===== src/rtl/ctl_pkg.sv =====
package ctl_pkg;

  localparam int unsigned OP_W = 6;

  localparam logic [OP_W-1:0] OPC_RTYPE = 6'd0;
  localparam logic [OP_W-1:0] OPC_LOAD  = 6'd35;
  localparam logic [OP_W-1:0] OPC_STORE = 6'd43;
  localparam logic [OP_W-1:0] OPC_BEQ   = 6'd4;

  typedef struct packed {
    logic       dest_rd;
    logic [1:0] alu_cls;
    logic       opnd_imm;
  } ex_ctl_t;

  typedef struct packed {
    logic br;
    logic mrd;
    logic mwr;
  } mem_ctl_t;

  typedef struct packed {
    logic rwr;
    logic from_mem;
  } wb_ctl_t;

  typedef struct packed {
    ex_ctl_t  ex;
    mem_ctl_t mem;
    wb_ctl_t  wb;
  } ctl_bundle_t;

  localparam int unsigned EX_W  = $bits(ex_ctl_t);
  localparam int unsigned MEM_W = $bits(mem_ctl_t);
  localparam int unsigned WB_W  = $bits(wb_ctl_t);
  localparam int unsigned ALL_W = $bits(ctl_bundle_t);

endpackage


===== src/rtl/ctl_rst_sync.sv =====
module ctl_rst_sync #(
  parameter int unsigned STAGES = 2
) (
  input  logic clk,
  input  logic arst_n,
  output logic srst_n
);
  logic [STAGES-1:0] chain_q;
  logic [STAGES-1:0] chain_d;

  always_comb begin
    chain_d = {chain_q[STAGES-2:0], 1'b1};
  end

  always_ff @(posedge clk or negedge arst_n) begin
    if (!arst_n) chain_q <= '0;
    else         chain_q <= chain_d;
  end

  assign srst_n = chain_q[STAGES-1];
endmodule


===== src/rtl/ctl_decode.sv =====
module ctl_decode
  import ctl_pkg::*;
#(
  parameter logic [OP_W-1:0] RTYPE_OP = OPC_RTYPE,
  parameter logic [OP_W-1:0] LOAD_OP  = OPC_LOAD,
  parameter logic [OP_W-1:0] STORE_OP = OPC_STORE,
  parameter logic [OP_W-1:0] BEQ_OP   = OPC_BEQ
) (
  input  logic [OP_W-1:0] op,
  input  logic            kill,
  output ctl_bundle_t     bundle
);
  ctl_bundle_t raw;

  always_comb begin
    raw = '0;
    case (op)
      RTYPE_OP: begin
        raw.ex.dest_rd = 1'b1;
        raw.ex.alu_cls = 2'b10;
        raw.wb.rwr     = 1'b1;
      end
      LOAD_OP: begin
        raw.ex.opnd_imm = 1'b1;
        raw.mem.mrd     = 1'b1;
        raw.wb.rwr      = 1'b1;
        raw.wb.from_mem = 1'b1;
      end
      STORE_OP: begin
        raw.ex.opnd_imm = 1'b1;
        raw.mem.mwr     = 1'b1;
      end
      BEQ_OP: begin
        raw.ex.alu_cls = 2'b01;
        raw.mem.br     = 1'b1;
      end
      default: raw = '0;
    endcase
  end

  always_comb begin
    bundle = kill ? '0 : raw;
  end
endmodule


===== src/rtl/ctl_stage.sv =====
module ctl_stage #(
  parameter int unsigned W = 4
) (
  input  logic         clk,
  input  logic         rst_n,
  input  logic         ld,
  input  logic [W-1:0] d,
  output logic [W-1:0] q
);
  logic [W-1:0] q_nxt;

  always_comb begin
    q_nxt = q;
    if (ld) q_nxt = d;
  end

  always_ff @(posedge clk or negedge rst_n) begin
    if (!rst_n) q <= '0;
    else        q <= q_nxt;
  end
endmodule


===== src/rtl/pipe_ctl_decoder.sv =====
module pipe_ctl_decoder
  import ctl_pkg::*;
(
  input  logic            clk,
  input  logic            rst_n,
  input  logic [5:0]      op_i,
  input  logic            bubble_i,
  output logic [3:0]      ex_o,
  output logic [2:0]      mem_o,
  output logic [1:0]      wb_o
);
  localparam int unsigned EM_W = MEM_W + WB_W;

  logic        srst_n;
  ctl_bundle_t dec_bundle;
  logic [ALL_W-1:0] de_q;
  logic [EM_W-1:0]  em_d;
  logic [EM_W-1:0]  em_q;
  logic [WB_W-1:0]  mw_d;
  logic [WB_W-1:0]  mw_q;
  ctl_bundle_t de_view;

  ctl_rst_sync #(.STAGES(2)) i_rst_sync (
    .clk    (clk),
    .arst_n (rst_n),
    .srst_n (srst_n)
  );

  ctl_decode i_decode (
    .op     (op_i),
    .kill   (bubble_i),
    .bundle (dec_bundle)
  );

  ctl_stage #(.W(ALL_W)) i_de_stage (
    .clk   (clk),
    .rst_n (srst_n),
    .ld    (1'b1),
    .d     (dec_bundle),
    .q     (de_q)
  );

  always_comb begin
    de_view = ctl_bundle_t'(de_q);
    em_d    = {de_view.mem, de_view.wb};
  end

  ctl_stage #(.W(EM_W)) i_em_stage (
    .clk   (clk),
    .rst_n (srst_n),
    .ld    (1'b1),
    .d     (em_d),
    .q     (em_q)
  );

  always_comb begin
    mw_d = em_q[WB_W-1:0];
  end

  ctl_stage #(.W(WB_W)) i_mw_stage (
    .clk   (clk),
    .rst_n (srst_n),
    .ld    (1'b1),
    .d     (mw_d),
    .q     (mw_q)
  );

  assign ex_o  = de_view.ex;
  assign mem_o = em_q[EM_W-1:WB_W];
  assign wb_o  = mw_q;
endmodule


===== config.mk =====
export PLATFORM = sky130hd
export DESIGN_NAME = pipe_ctl_decoder
export DESIGN_NICKNAME = d
export VERILOG_FILES = /design/src/rtl/ctl_pkg.sv /design/src/rtl/ctl_rst_sync.sv /design/src/rtl/ctl_decode.sv /design/src/rtl/ctl_stage.sv /design/src/rtl/pipe_ctl_decoder.sv
export SDC_FILE = /design/constraint.sdc
export NUM_CORES = 1
export LEC_CHECK = 0
export BUFFER_PORTS_ARGS = -buffer_cell sky130_fd_sc_hd__clkbuf_2
export CAP_MARGIN = 40
export CELL_PAD_IN_SITES_DETAIL_PLACEMENT = 1
export CELL_PAD_IN_SITES_GLOBAL_PLACEMENT = 2
export CORE_ASPECT_RATIO = 1.4
export CORE_UTILIZATION = 26
export DETAILED_ROUTE_END_ITERATION = 6
export GPL_ROUTABILITY_DRIVEN = 0
export PLACE_DENSITY_LB_ADDON = 0.1
export SLEW_MARGIN = 20
export SYNTH_ARGS = -nofsm -noshare
export SYNTH_HDL_FRONTEND = slang
export SYNTH_SLANG_ARGS = --single-unit

===== constraint.sdc =====
create_clock -name clk -period 0.8 [get_ports clk]
set_input_delay 0.12 -clock clk [delete_from_list [all_inputs] [get_ports clk]]
set_output_delay 0.12 -clock clk [all_outputs]
set_load 0.02 [all_outputs]

==> run summary <==
Met1 usage -> 9.16%
Area Growth Syn to Fin -> 41.4%
Hold EP -> i_de_stage.q[5]
CP arrival -> 0.82 ns
Clock Latency Late Sink -> 0.27 ns
First-pass GRT wire length -> 1400 um
Sequential share of the synthesized area -> 74.8%
Post-DRT Antenna Nets -> 0
Mapped Cells -> 33
Global routing met2 resource utilization -> 18.9%
Async S/R FF share, synth -> 100%
Placed instance area -> 602 sq um
Most common cell in the netlist -> dfrtp_1
Synth cell types -> 10
Initial DRC Count -> 0
Layout Skew -> 0.00250 ns
Fin area -> 709 sq um
R2R Setup Slk -> 0.25 ns
IO Pins -> 18
Die Span Y -> 54.0 um
Port Buffer Count -> 17
Final setup viols -> 10
Clk sink count -> 15
Final worst slack -> -0.143 ns
RSZ-0062 raised after global routing -> yes
Hold Path Class -> in2reg
PwrDens -> 1800 nW/um^2
Clock Path Buffers -> 2
Crit-path slowest cell -> dfrtp_1
Avg WL per Cell -> 11.2 um
Peak supply drop -> 0.000760 V
Critical path peak fanout -> 2
Buf+Inv Stages, Crit Path -> 1
Total negative slack -> -1.01 ns
Via count -> 308
Min-Delay Path Depth -> 2
Worst flop-to-flop path endpoint -> i_em_stage.q[2]
# DRC -> 0
Reg2reg path depth -> 0
Slew @ Worst Pin -> 0.512 ns
Diode count -> 0
Failing checks -> negative setup slack
Post-layout min period -> 0.943 ns
Vias in the first global route -> 351
Top Usage Layer GRT -> met2
Fin. max-slew vios -> 0
Gr ovfl total -> 0
Outcome -> finished, violations left
Crit path max-delay family -> flip-flops
Pre-antenna DRT Iters -> 1
Core ar. -> 1780 sq um
Nets -> 62
Seq cells post-synth -> 15
Top_reg_cell synth -> dfrtp_1
Via/cell ratio -> 4.28
Largest net degree at the start of global routing -> 14
Post-Syn Nets -> 42
Yosys warns -> 0
Syn Area/Cell -> 15.2 sq um
HP Start -> bubble_i
Die W -> 39.1 um
Hold Vio Cnt, Final -> 0
Number of flops mapped to enable cells by yosys -> 0
Leakage -> 0.355 nW
Initial Util -> 28.2%
TritonCTS clock tree -> built
Achievable Freq -> 1060 MHz
Most frequent cells after synthesis -> dfrtp_1, buf_4, nor4b_1
Mapped cell area -> 502 sq um
Final period util -> 118%
Total wire length -> 808 um
Synth top area share -> 74.8%
Max Cap Violations -> 0
M3 GR Usage -> 2.48%
Global router's overall resource usage -> 10.2%
Crit-path cells -> buf_6
Die area -> 2110 sq um
CTS Root Cell -> clkbuf_4
Leading cell types by total area after synthesis -> dfrtp_1, buf_4, nor4b_1, or4_4, nand4b_1
Top cell type by total area after synthesis -> dfrtp_1
Initial antenna violation count -> 0
Worst R2R Start -> i_rst_sync.chain_q[1]
Crit Path Category -> reg2out
Worst Setup Start Kind -> flip-flop
Req. time, crit path -> 0.68 ns
Rows -> 18
Layout cells sized above 1 -> 51.9%
Clock transition at path regs -> 0.08 ns
Setup bufs post-CTS -> 0
Cts bufs inserted -> 3
Crit. End Element -> primary output
H-tree levels -> 1
Slew margin rel. -> 65.9%
CP peak stage delay -> 0.41 ns
[cell usage in the layout (no fill, tap or decap)]
cell type and instances:
dfrtp_1 15, buf_6 10, clkbuf_2 7, buf_4 4, clkbuf_4 3, nor2_1 2, or4_4 1, or3_1 1
nor4b_2 1, nand4b_1 1, nor3_1 1, nor4b_4 1, nor4b_1 1, a21oi_1 1, clkbuf_1 1, dlygate4sd3_1 1
conb_1 1
[kinds of logic (layout without fill, tap and decap cells)]
| logic type | count (synthesis) | in the layout | synth area share (%) |
|---|---|---|---|
| buffers and inverters | 7 | 26 | 10.5 |
| other | 1 | 1 | 0.747 |
| DFF | 15 | 15 | 74.8 |
| and+or+nand+nor | 9 | 9 | 13.0 |
| AOI/OAI and AO/OA | 1 | 1 | 0.997 |
[area by class of cell]
class | count | area, sq um
Sequential cell | 15 | 375
Timing Repair Buffer | 22 | 188
Fill cell | 190 | 1070
Multi-Input combinational cell | 11 | 95.1
Clock buffer | 4 | 26.3
Tap cell | 20 | 25.0
[state kept, by name, indices dropped and copies added, names as in the netlist]
signal,count
i_rst_sync.chain_q,2
i_em_stage.q,4
i_mw_stage.q,2
i_de_stage.q,7
[repair_timing]
action | in CTS | in global routing
endpoints found under the hold margin | 2 | 0
endpoints found under the setup margin | 9 | 11
gates resized for setup | 0 | 29
pin swaps | 0 | 1
hold buffers | 1 | 0
[through the flow]
step | worst slack [ns] | utilization [%] | std cells | power (W) | hold slack [ns]
after detailed placement | -0.292 | 33.8 | 67 | 0.000864 | -0.0929
after global routing | -0.186 | 39.9 | 72 | 0.00135 | 0.0525
final | -0.143 | 39.9 | 72 | 0.00127 | 0.0424
after floorplan | -0.159 | - | 33 | 0.000813 | -0.176
after CTS | -0.160 | 35.9 | 72 | 0.00129 | 0.0386
after global placement | -0.272 | 33.8 | 67 | 0.000858 | -0.0948
[worst max path at each step]
stage	from	end	slack [ns]	cells past startpoint
final	i_de_stage.q[7]	ex_o[2]	-0.14	1
after global routing	i_de_stage.q[7]	ex_o[3]	-0.19	1
after CTS	i_em_stage.q[3]	mem_o[1]	-0.16	1
after detailed placement	op_i[1]	i_de_stage.q[4]	-0.29	3
after global placement	op_i[1]	i_de_stage.q[4]	-0.27	3
after floorplan	op_i[1]	i_de_stage.q[4]	-0.16	2
[power by group]
| group | total, W | internal [W] | switching (W) |
|---|---|---|---|
| registers | 0.000781 | 0.000767 | 0.0000145 |
| logic | 0.0000788 | 0.0000459 | 0.0000330 |
| clock network | 0.000414 | 0.000193 | 0.000221 |
[metal layers]
layer | up-vias | wire length (um)
li1 | 144 | -
met1 | 150 | 253
met2 | 14 | 511
met3 | 0 | 43
met4 | 0 | 0
met5 | - | 0
Power figures use the tool's default switching activity.
